## src/rtl/can_bt_pkg.sv

```systemverilog
// Package: shared field layout, widths and types for the bit timing unit.
// Assumes the 16-bit word layout of R1; every width below derives from it.
package can_bt_pkg;

    localparam int CFG_W   = 16;
    localparam int BRP_W   = 6;
    localparam int SJW_W   = 2;
    localparam int S1_W    = 4;
    localparam int S2_W    = 3;
    localparam int BRP_LSB = 0;
    localparam int SJW_LSB = BRP_LSB + BRP_W;
    localparam int S1_LSB  = SJW_LSB + SJW_W;
    localparam int S2_LSB  = S1_LSB + S1_W;
    // Segment lengths up to phase-1 max plus jump width need one extra bit of headroom.
    localparam int QLEN_W  = S1_W + 2;

    typedef enum logic [1:0] {
        SEG_SYNC = 2'd0,
        SEG_ONE  = 2'd1,
        SEG_TWO  = 2'd2
    } seg_e;

    typedef struct packed {
        logic [BRP_W:0]    brp;
        logic [SJW_W:0]    sjw;
        logic [QLEN_W-1:0] seg1;
        logic [QLEN_W-1:0] seg2;
    } bt_cfg_t;

    // Turns the packed word into lengths (field plus one); the reserved bit is ignored.
    function automatic bt_cfg_t bt_decode(input logic [CFG_W-1:0] w);
        bt_cfg_t d;
        d.brp  = (BRP_W+1)'(w[BRP_LSB +: BRP_W]) + (BRP_W+1)'(1);
        d.sjw  = (SJW_W+1)'(w[SJW_LSB +: SJW_W]) + (SJW_W+1)'(1);
        d.seg1 = QLEN_W'(w[S1_LSB +: S1_W]) + QLEN_W'(1);
        d.seg2 = QLEN_W'(w[S2_LSB +: S2_W]) + QLEN_W'(1);
        return d;
    endfunction

endpackage

```

## src/rtl/can_bt_edge.sv

```systemverilog
// Edge detector: flags a recessive-to-dominant transition of rx.
// Assumes rx is already synchronized to clk. The held value resets to recessive.
module can_bt_edge (
    input  logic clk,
    input  logic rst_n,
    input  logic rx,
    output logic fall
);

    logic rx_q;

    // Hold the previous line value.
    always_ff @(posedge clk) begin
        if (!rst_n) rx_q <= 1'b1;
        else        rx_q <= rx;
    end

    assign fall = rx_q & ~rx;

endmodule

```

## src/rtl/can_bt_prescaler.sv

```systemverilog
// Quantum prescaler: raises tq_end in the last clock cycle of every quantum.
// Assumes brp_len is 1 or more. It holds at zero while idle and clears on restart.
module can_bt_prescaler #(
    parameter int PC_W = 6
) (
    input  logic          clk,
    input  logic          rst_n,
    input  logic          run,
    input  logic          restart,
    input  logic [PC_W:0] brp_len,
    output logic          tq_end
);

    logic [PC_W-1:0] pc_q;

    assign tq_end = run && ({1'b0, pc_q} == brp_len - (PC_W+1)'(1));

    // Count clock cycles within the current quantum.
    always_ff @(posedge clk) begin
        if (!rst_n)                          pc_q <= '0;
        else if (restart || !run || tq_end)  pc_q <= '0;
        else                                 pc_q <= pc_q + PC_W'(1);
    end

endmodule

```

## src/rtl/can_bt_seq.sv

```systemverilog
// Segment sequencer: steps each bit through the sync, phase 1 and phase 2 segments.
// It applies hard synchronization and jump-width-limited phase correction.
// It latches the timing word at bit ends and raises the sample and bit strobes.
// Assumes tq_end comes from a prescaler driven by brp_len and restart.
module can_bt_seq
    import can_bt_pkg::*;
(
    input  logic              clk,
    input  logic              rst_n,
    input  logic [CFG_W-1:0]  cfg_word,
    input  logic              rx,
    input  logic              fall,
    input  logic              bus_idle,
    input  logic              hsync_en,
    input  logic              tq_end,
    output logic              run,
    output logic              restart,
    output logic [BRP_W:0]    brp_len,
    output seg_e              seg,
    output logic [QLEN_W-1:0] qc,
    output logic              rx_bit,
    output logic              sample_stb,
    output logic              bit_stb
);

    bt_cfg_t           cfg_new;
    bt_cfg_t           cfg_q;
    seg_e              seg_q;
    logic [QLEN_W-1:0] qc_q;
    logic [QLEN_W-1:0] seg1_q;
    logic [QLEN_W-1:0] seg2_q;
    logic              run_q;
    logic              used_q;

    logic              hard;
    logic              resync;
    logic              in1;
    logic              in2;
    logic [QLEN_W-1:0] sjw_ext;
    logic [QLEN_W-1:0] err1;
    logic [QLEN_W-1:0] rem2;
    logic              cut;
    logic [QLEN_W-1:0] len1;
    logic [QLEN_W-1:0] len2;
    logic              last1;
    logic              last2;

    assign cfg_new = bt_decode(cfg_word);
    assign sjw_ext = QLEN_W'(cfg_q.sjw);
    assign in1     = (seg_q == SEG_ONE);
    assign in2     = (seg_q == SEG_TWO);
    assign hard    = fall && hsync_en && bus_idle;
    assign resync  = run_q && fall && !hard && !used_q;

    // Work out the phase error and the segment lengths after any correction.
    always_comb begin
        err1  = qc_q + QLEN_W'(1);
        rem2  = seg2_q - qc_q;
        cut   = resync && in2 && (rem2 <= sjw_ext);
        len1  = seg1_q;
        len2  = seg2_q;
        if (resync && in1)
            len1 = seg1_q + ((err1 < sjw_ext) ? err1 : sjw_ext);
        if (resync && in2 && !cut)
            len2 = seg2_q - sjw_ext;
        last1 = tq_end && in1 && (qc_q == len1 - QLEN_W'(1));
        last2 = tq_end && in2 && (qc_q == len2 - QLEN_W'(1));
    end

    assign restart = hard || cut;

    // Advance the segment state, apply corrections, latch the timing word and raise the strobes.
    always_ff @(posedge clk) begin
        if (!rst_n) begin
            run_q      <= 1'b0;
            seg_q      <= SEG_SYNC;
            qc_q       <= '0;
            cfg_q      <= bt_decode('0);
            seg1_q     <= QLEN_W'(1);
            seg2_q     <= QLEN_W'(1);
            used_q     <= 1'b0;
            rx_bit     <= 1'b1;
            sample_stb <= 1'b0;
            bit_stb    <= 1'b0;
        end else begin
            sample_stb <= 1'b0;
            bit_stb    <= 1'b0;
            if (hard) begin
                run_q  <= 1'b1;
                seg_q  <= SEG_SYNC;
                qc_q   <= '0;
                cfg_q  <= cfg_new;
                seg1_q <= cfg_new.seg1;
                seg2_q <= cfg_new.seg2;
                used_q <= 1'b0;
            end else if (cut) begin
                seg_q   <= SEG_SYNC;
                qc_q    <= '0;
                cfg_q   <= cfg_new;
                seg1_q  <= cfg_new.seg1;
                seg2_q  <= cfg_new.seg2;
                used_q  <= 1'b1;
                bit_stb <= 1'b1;
            end else if (run_q) begin
                if (resync && (in1 || in2))
                    used_q <= 1'b1;
                seg1_q <= len1;
                seg2_q <= len2;
                if (tq_end) begin
                    unique case (seg_q)
                        SEG_SYNC: begin
                            seg_q <= SEG_ONE;
                            qc_q  <= '0;
                        end
                        SEG_ONE: begin
                            if (last1) begin
                                seg_q      <= SEG_TWO;
                                qc_q       <= '0;
                                sample_stb <= 1'b1;
                                rx_bit     <= rx;
                                used_q     <= 1'b0;
                            end else begin
                                qc_q <= qc_q + QLEN_W'(1);
                            end
                        end
                        SEG_TWO: begin
                            if (last2) begin
                                seg_q   <= SEG_SYNC;
                                qc_q    <= '0;
                                bit_stb <= 1'b1;
                                cfg_q   <= cfg_new;
                                seg1_q  <= cfg_new.seg1;
                                seg2_q  <= cfg_new.seg2;
                            end else begin
                                qc_q <= qc_q + QLEN_W'(1);
                            end
                        end
                        default: seg_q <= SEG_SYNC;
                    endcase
                end
            end
        end
    end

    assign run     = run_q;
    assign brp_len = cfg_q.brp;
    assign seg     = seg_q;
    assign qc      = qc_q;

endmodule

```

## src/rtl/can_bit_timer.sv

```systemverilog
// Top of the CAN bit timing unit. It wires the edge detector, the quantum
// prescaler and the segment sequencer together.
// Assumes rx is synchronous to clk and that reset is held for at least one clock.
module can_bit_timer
    import can_bt_pkg::*;
(
    input  logic             clk,
    input  logic             rst_n,
    input  logic [CFG_W-1:0] cfg_word,
    input  logic             rx,
    input  logic             bus_idle,
    input  logic             hsync_en,
    output logic             rx_bit,
    output logic             sample_stb,
    output logic             bit_stb
);

    logic              fall_w;
    logic              run_w;
    logic              restart_w;
    logic              tq_end_w;
    logic [BRP_W:0]    brp_w;
    seg_e              seg_w;
    logic [QLEN_W-1:0] qc_w;

    can_bt_edge u_edge (
        .clk   (clk),
        .rst_n (rst_n),
        .rx    (rx),
        .fall  (fall_w)
    );

    can_bt_prescaler #(.PC_W(BRP_W)) u_presc (
        .clk     (clk),
        .rst_n   (rst_n),
        .run     (run_w),
        .restart (restart_w),
        .brp_len (brp_w),
        .tq_end  (tq_end_w)
    );

    can_bt_seq u_seq (
        .clk        (clk),
        .rst_n      (rst_n),
        .cfg_word   (cfg_word),
        .rx         (rx),
        .fall       (fall_w),
        .bus_idle   (bus_idle),
        .hsync_en   (hsync_en),
        .tq_end     (tq_end_w),
        .run        (run_w),
        .restart    (restart_w),
        .brp_len    (brp_w),
        .seg        (seg_w),
        .qc         (qc_w),
        .rx_bit     (rx_bit),
        .sample_stb (sample_stb),
        .bit_stb    (bit_stb)
    );

endmodule

```

## config.mk

```make
export PLATFORM = sky130hd
export DESIGN_NAME = can_bit_timer
export DESIGN_NICKNAME = d
export VERILOG_FILES = /design/src/rtl/can_bt_pkg.sv /design/src/rtl/can_bt_edge.sv /design/src/rtl/can_bt_prescaler.sv /design/src/rtl/can_bt_seq.sv /design/src/rtl/can_bit_timer.sv
export SDC_FILE = /design/constraint.sdc
export NUM_CORES = 1
export LEC_CHECK = 0
export ABC_CLOCK_PERIOD_IN_PS = 10950
export CORE_MARGIN = 4
export CORE_UTILIZATION = 42
export CTS_CLUSTER_SIZE = 28
export DETAILED_ROUTE_END_ITERATION = 7
export SKIP_LAST_GASP = 1
export SLEW_MARGIN = 5
export SYNTH_ARGS = -nofsm -noshare
export SYNTH_HDL_FRONTEND = slang
export SYNTH_SLANG_ARGS = --single-unit
```

## constraint.sdc

```tcl
create_clock -name clk -period 10.95 [get_ports clk]
set_input_delay 2.19 -clock clk [delete_from_list [all_inputs] [get_ports clk]]
set_output_delay 2.19 -clock clk [all_outputs]
set_load 0.005 [all_outputs]
```

* Word level (Yosys, flattened, before mapping)
Cells that the tools add are included.
Word-level totals: register bits 42, input port bits 21, output and inout port bits 3, word-level logic and storage cells 119
Operators by class: add/subtract/negate cells 12, $lt $le $gt $ge 2, equality and inequality tests 7, mux-type cells 39, bitwise logic cells 8, reduce and logical (&&, ||, !) cells 38
Operator list (count):
- 2-to-1 mux 22 bit | 6
- 2-to-1 mux 6 bit | 17
- case mux 6 bit (3 select lines) | 1
- logical AND 1 bit | 15
- nonzero test 3 bit | 5
- adder 6 x 1 -> 6 bit, second input constant | 2
- == test 6 bit | 2
- 2-to-1 mux 1 bit | 12
- subtractor 6 x 1 -> 6 bit, second input constant | 2
- AND reduction 4 bit | 2
- adder 6 x 1 -> 7 bit, second input constant | 1
- == test 6 x 7 -> 1 bit | 1
- inverter 1 bit | 7
- subtractor 7 x 1 -> 7 bit, second input constant | 1
- adder 6 bit | 1
- less-or-equal comparator 6 x 3 -> 1 bit | 1
- less-than comparator 6 x 3 -> 1 bit | 1
- case mux 2 bit (3 select lines) | 1
- AND reduction 6 bit | 1
- OR reduction 6 bit | 1
- subtractor 6 x 3 -> 6 bit | 1
- subtractor 6 bit | 1
- adder 4 x 1 -> 5 bit, second input constant | 1
- adder 3 x 1 -> 4 bit, second input constant | 1
- 13 further kinds | 22

* Logic depth before layout (Yosys ltp)
depth after elaboration 21, gate-level depth with buffers 22, mapped depth without buffers 21

* Hierarchy
A second synthesis with hierarchy kept.
Unflattened totals: cells, all modules 437, area, all modules 3653.5 um^2
By module, submodules not included:
- can_bt_seq | instances 1, cells an instance 382, area an instance 3174.3 um^2
- can_bt_prescaler | instances 1, cells an instance 52, area an instance 446.7 um^2
- can_bt_edge | instances 1, cells an instance 3, area an instance 32.5 um^2

* Least setup slack after synthesis
OpenSTA, ideal clock, no wires.
kind input -> register, start input port rx, end register u_seq.qc_q[2] (netlist: u_seq.qc[2]), library setup time 0.114 ns, data arrival time 4.931 ns, required time 10.836 ns, path slack 5.905 ns, stages 14, buffers on the path 1, cells stage by stage and3b_1 > buf_2 > nand3_2 > a21oi_2 > mux2_2 > ha_1 > xor2_1 > nand2_1 > a311oi_1 > o311a_1 > a41oi_2 > o311ai_2 > o21bai_1 > a21o_1
On the way: word-level cells in the longest chain between the ends 17
RTL lines:
- from (decl) | line can_bit_timer.sv:10 | input logic rx,
- inverter 1 bit * | line can_bt_edge.sv:18 | assign fall = rx_q & ~rx;
- AND 1 bit * | line can_bt_edge.sv:18
- logical AND 1 bit (2 in series) | line can_bt_seq.sv:52 | assign hard = fall && hsync_en && bus_idle;
- zero test 1 bit | line can_bt_seq.sv:53 | assign resync = run_q && fall && !hard && !used_q;
- logical AND 1 bit (2 in series) | line can_bt_seq.sv:53
- logical AND 1 bit | line can_bt_seq.sv:59, can_bt_seq.sv:64
- logical AND 1 bit | line can_bt_seq.sv:59 | cut = resync && in2 && (rem2 <= sjw_ext);
- zero test 1 bit | line can_bt_seq.sv:64 | if (resync && in2 && !cut)
- logical AND 1 bit | line can_bt_seq.sv:64
- 2-to-1 mux 6 bit | line can_bt_seq.sv:64
- subtractor 6 x 1 -> 6 bit | line can_bt_seq.sv:67 | last2 = tq_end && in2 && (qc_q == len2 - QLEN_W'(1));
- == test 6 bit | line can_bt_seq.sv:67
- logical AND 1 bit | line can_bt_seq.sv:67
- 2-to-1 mux 6 bit | line can_bt_seq.sv:127 | if (last2) begin
- case mux 6 bit (3 select lines) | line can_bt_seq.sv:110 | unique case (seg_q)
- to (signal assigned) | line can_bt_seq.sv:123 | qc_q <= qc_q + QLEN_W'(1);
- to (signal assigned) | line can_bt_seq.sv:135 | qc_q <= qc_q + QLEN_W'(1);
- to (decl) | line can_bt_seq.sv:29 | logic [QLEN_W-1:0] qc_q;
Mark *: on every way between the ends. The rest lies on a longest branch, timed or not. A chain may end at the register's enable or synchronous reset.

* Worst setup path after layout
start input port bus_idle, end register u_seq.seg1_q[0]
On the way: word-level cells in the longest chain between the ends 18
RTL lines:
- from (decl) | line can_bit_timer.sv:11 | input logic bus_idle,
- logical AND 1 bit * | line can_bt_seq.sv:52
- zero test 1 bit | line can_bt_seq.sv:53
- logical AND 1 bit (2 in series) | line can_bt_seq.sv:53
- logical AND 1 bit | line can_bt_seq.sv:59, can_bt_seq.sv:64
- logical AND 1 bit | line can_bt_seq.sv:59
- zero test 1 bit | line can_bt_seq.sv:64
- logical AND 1 bit | line can_bt_seq.sv:64
- 2-to-1 mux 6 bit | line can_bt_seq.sv:64
- subtractor 6 x 1 -> 6 bit | line can_bt_seq.sv:67
- == test 6 bit | line can_bt_seq.sv:67
- logical AND 1 bit | line can_bt_seq.sv:67
- 2-to-1 mux 6 bit | line can_bt_seq.sv:127
- 2-to-1 mux 6 bit | line can_bt_seq.sv:110
- 2-to-1 mux 6 bit | line can_bt_seq.sv:109 | if (tq_end) begin
- 2-to-1 mux 6 bit | line can_bt_seq.sv:104 | end else if (run_q) begin
- 2-to-1 mux 6 bit | line can_bt_seq.sv:96 | end else if (cut) begin
- 2-to-1 mux 6 bit | line can_bt_seq.sv:88 | if (hard) begin
- to (signal assigned) | line can_bt_seq.sv:93 | seg1_q <= cfg_new.seg1;
- to (signal assigned) | line can_bt_seq.sv:100 | seg1_q <= cfg_new.seg1;
- to (signal assigned) | line can_bt_seq.sv:107 | seg1_q <= len1;
- to (decl) | line can_bt_seq.sv:30 | logic [QLEN_W-1:0] seg1_q;
Mark *: on every way between the ends. The rest lies on a longest branch, timed or not. The select of a mux whose other input is x is not followed.

==> metrics.cfg <==
[run_status]
outcome = finished clean

[logic_synthesis]
synth_area_leaders = dfxtp_1 24%, ha_1 11%, xnor2_1 7.4%
yosysWarnings = 0
synth_cell_types = 69
netlist_instances = 403
ys_async_sr_fraction_pct = 0
synth_ff_type = dfxtp_1
synth_top_area_share_pct = 24.5
yosysSeqAreaShare_pct = 24.5
synth_edf_count = 0
synth-seq-cells = 42
netlist_area_sq_mm = 0.00343
avgSynthCellArea_sq_um = 8.52
synth_top_area_cell = dfxtp_1

[sta]
setup_viol = 0
hold_viol = 0
fmax_mhz = 162
rsz0062_at_grt = no
slew_headroom_pct = 25.1
finalSetupTns_ns = 0
min_period_ns = 6.18
fin_ws_ns = 4.77
worst_slew_pin_slew_ns = 1.12
maxSlewViolCount = 0
finalClockSkew_ns = 0.00231
timing.final.crit_share_pct = 56.5

[routing]
firstDrtPassIters = 4
wl_mm = 7.46
drc = 0
vias = 2806
drt_iter0_markers = 98
wl_per_cell_microns = 14.2
viasPerCell = 5.35
ant_nets = 0

[clock_network]
cts.path.max_buffers = 2
cts_resized = 0
clock_sinks = 42
cts-root-buf = clkbuf_8
insertion_delay_ns = 0.30
cts_setup_buffers = 0
hold_buffers = 0
cts_buffers = 5
clkTransAtPathRegs_ns = 0.09
h-tree-depth = 2
cts_tree = yes

[cells_and_area]
fin_cells = 524
drive_gt1_share_pct = 8.29
syn_to_final_growth_pct = 10.8
nNetsFinal = 476
antenna_cells = 0
fin_area_sq_mm = 0.00381

[worst_setup_path]
critical_path_class = primary input to register
crit_required_ns = 11.19
crit-reg2reg-launch = u_seq.qc[0]
reg2regPathDepth = 18
cp-end-kind = register
crit_fanout = 29
cp.arrival_ns = 6.42
r2r_slack_ns = 5.56
cp-start-kind = primary input
r2r-end = u_seq.seg1_q[0]

[floorplan]
die_area_sq_mm = 0.00969
ios = 24
start_util_pct = 43.8
die_y_microns = 98.4
die_width_microns = 98.4
core-area_sq_mm = 0.00785
rows = 32

[place]
dp_slack_ns = 4.42
dp.cells = 516
globalplace.congestion = 0.832
place_hpwl_mm = 5.90
port_buffers = 22
place_area_sq_mm = 0.00371

[pwr]
p_leak_nw = 1.48
p_total_mw = 0.327
power_density_mw_per_mm2 = 85.8
ir_drop_uv = 44.0

[grt]
overflow = 0
track_usage_pct = 15.6
grt_pass1_vias = 2628
antenna_found_initial = 0
grt_first_pass_wirelength_mm = 12.5
grt_max_degree = 30

[run]
max-cap-violations = 0

[hold_path]
hold_path_end = u_seq.rx_bit
hold_depth = 2
min_path_type = register to register
min-delay-start = u_seq.rx_bit

layer usage:
metal	part of all wire (%)	wire length, microns	GRT usage (%)	vias up
li1	-	-	-	1458
met1	50	3700	21.4	1305
met2	47	3480	26.2	36
met3	2.7	202	2.12	7
met4	1.0	76	3.78	0
met5	0	0	0	-
worst max-delay path by stage:
stage | start | endpoint | slack [ns] | depth (start not counted)
after floorplan | rx | u_seq.qc[2] | 5.91 | 14
after global placement | bus_idle | u_seq.seg1_q[0] | 4.47 | 14
after detailed placement | bus_idle | u_seq.seg1_q[0] | 4.42 | 14
after CTS | bus_idle | u_seq.seg1_q[0] | 4.73 | 14
after global routing | bus_idle | u_seq.seg1_q[0] | 4.50 | 14
final | bus_idle | u_seq.seg1_q[0] | 4.77 | 14
critical path: stages:
cell	delay (ns)
clkdlybuf4s50_1	0.43
a21oi_1	0.37
nand3_2	0.19
a21oi_2	0.28
mux2_2	0.42
ha_1	0.31
xor2_1	0.16
nand2_1	0.07
a311oi_1	0.19
o311a_1	0.25
and4_4	0.23
a21bo_1	0.85
mux2_1	0.39
nand2_1	0.06
sequential cells by signal (all words and copies together), names as in the netlist:
register	flops
u_presc.pc_q	6
u_seq.run	1
u_seq.seg	2
u_seq.cfg_q	3
u_seq.brp_len	7
u_seq.qc	6
u_seq.seg1_q	6
u_edge.rx_q	1
u_seq.sample_stb	1
u_seq.seg2_q	6
u_seq.used_q	1
u_seq.rx_bit	1
u_seq.bit_stb	1
metrics by stage:
| step | hold WS (ns) | util [%] |
|---|---|---|
| after floorplan | 0.441 | - |
| after global placement | 0.466 | 47.3 |
| after detailed placement | 0.475 | 47.3 |
| after CTS | 0.497 | 48.5 |
| after global routing | 0.528 | 48.5 |
| final | 0.489 | 48.5 |
cells by family after synthesis:
kind of cell | synth area share [%]
other cells | 0.109
buf+inv | 4.95
xor+xnor | 12.5
simple gates | 22.6
mux | 5.65
flops | 24.5
fa+ha+maj | 13.0
compound gates | 16.7
power breakdown:
part,switching (mW),internal (mW)
Sequential,0.00329,0.156
Combinational,0.0336,0.0275
Clock,0.0608,0.0457
placed cells by master (no fill, tap or decap), drive strengths merged, types with 2 or more instances in the layout:
master | netlist | layout
dfxtp | 42 | 42
nor2 | 40 | 40
ha | 31 | 31
xnor2 | 29 | 29
inv | 26 | 27
nand2 | 25 | 25
clkdlybuf4s50 | 0 | 22
a21oi | 22 | 22
xor2 | 19 | 19
nand3 | 18 | 18
mux2i | 13 | 13
nor3 | 12 | 12
o21ai | 11 | 11
and3 | 8 | 8
and2 | 8 | 8
a211oi | 8 | 8
a21o | 7 | 7
or3 | 7 | 7
nor2b | 5 | 5
clkbuf | 7 | 5
mux2 | 5 | 5
nand2b | 4 | 4
o31ai | 4 | 4
nor4 | 4 | 4
or2 | 4 | 4
nand4 | 3 | 3
fa | 3 | 3
a2111oi | 3 | 3
nand3b | 2 | 2
a211o | 2 | 2
o211ai | 2 | 2
o311a | 2 | 2
o21bai | 2 | 2
conb | 1 | 2
clkinvlp | 0 | 2
or4 | 2 | 2
Yosys cell counts, types with 2 or more instances:
master      n
nand3_1    17
fa_1        3
xor2_1     18
nand3b_1    2
buf_6       3
ha_1       31
a21oi_2     2
nor3_2      2
a21oi_1    20
nand2_1    25
mux2_1      2
o31ai_1     4
xnor2_1    29
o211ai_1    2
or2_2       2
mux2i_1    13
a2111oi_2   2
o21bai_1    2
and3_1      8
nor3_1     10
a21o_1      7
a211oi_2    6
dfxtp_1    42
nor2_1     39
inv_1      26
a211oi_1    2
o311a_1     2
a211o_1     2
or3_1       7
o21ai_0    10
mux2_4      2
and2_1      7
nor4_1      3
nand4_1     3
clkbuf_1    7
nor2b_1     5
nand2b_1    4
layout make-up:
cell class,count,area (sq um)
timing repair buffer,22,220
clock inverter,3,23.8
fill,783,4040
inverter,26,97.6
multi-input combinational,324,2430
clock buffer,5,68.8
tap,102,128
sequential,42,841
(Power assumes the default switching activity.)
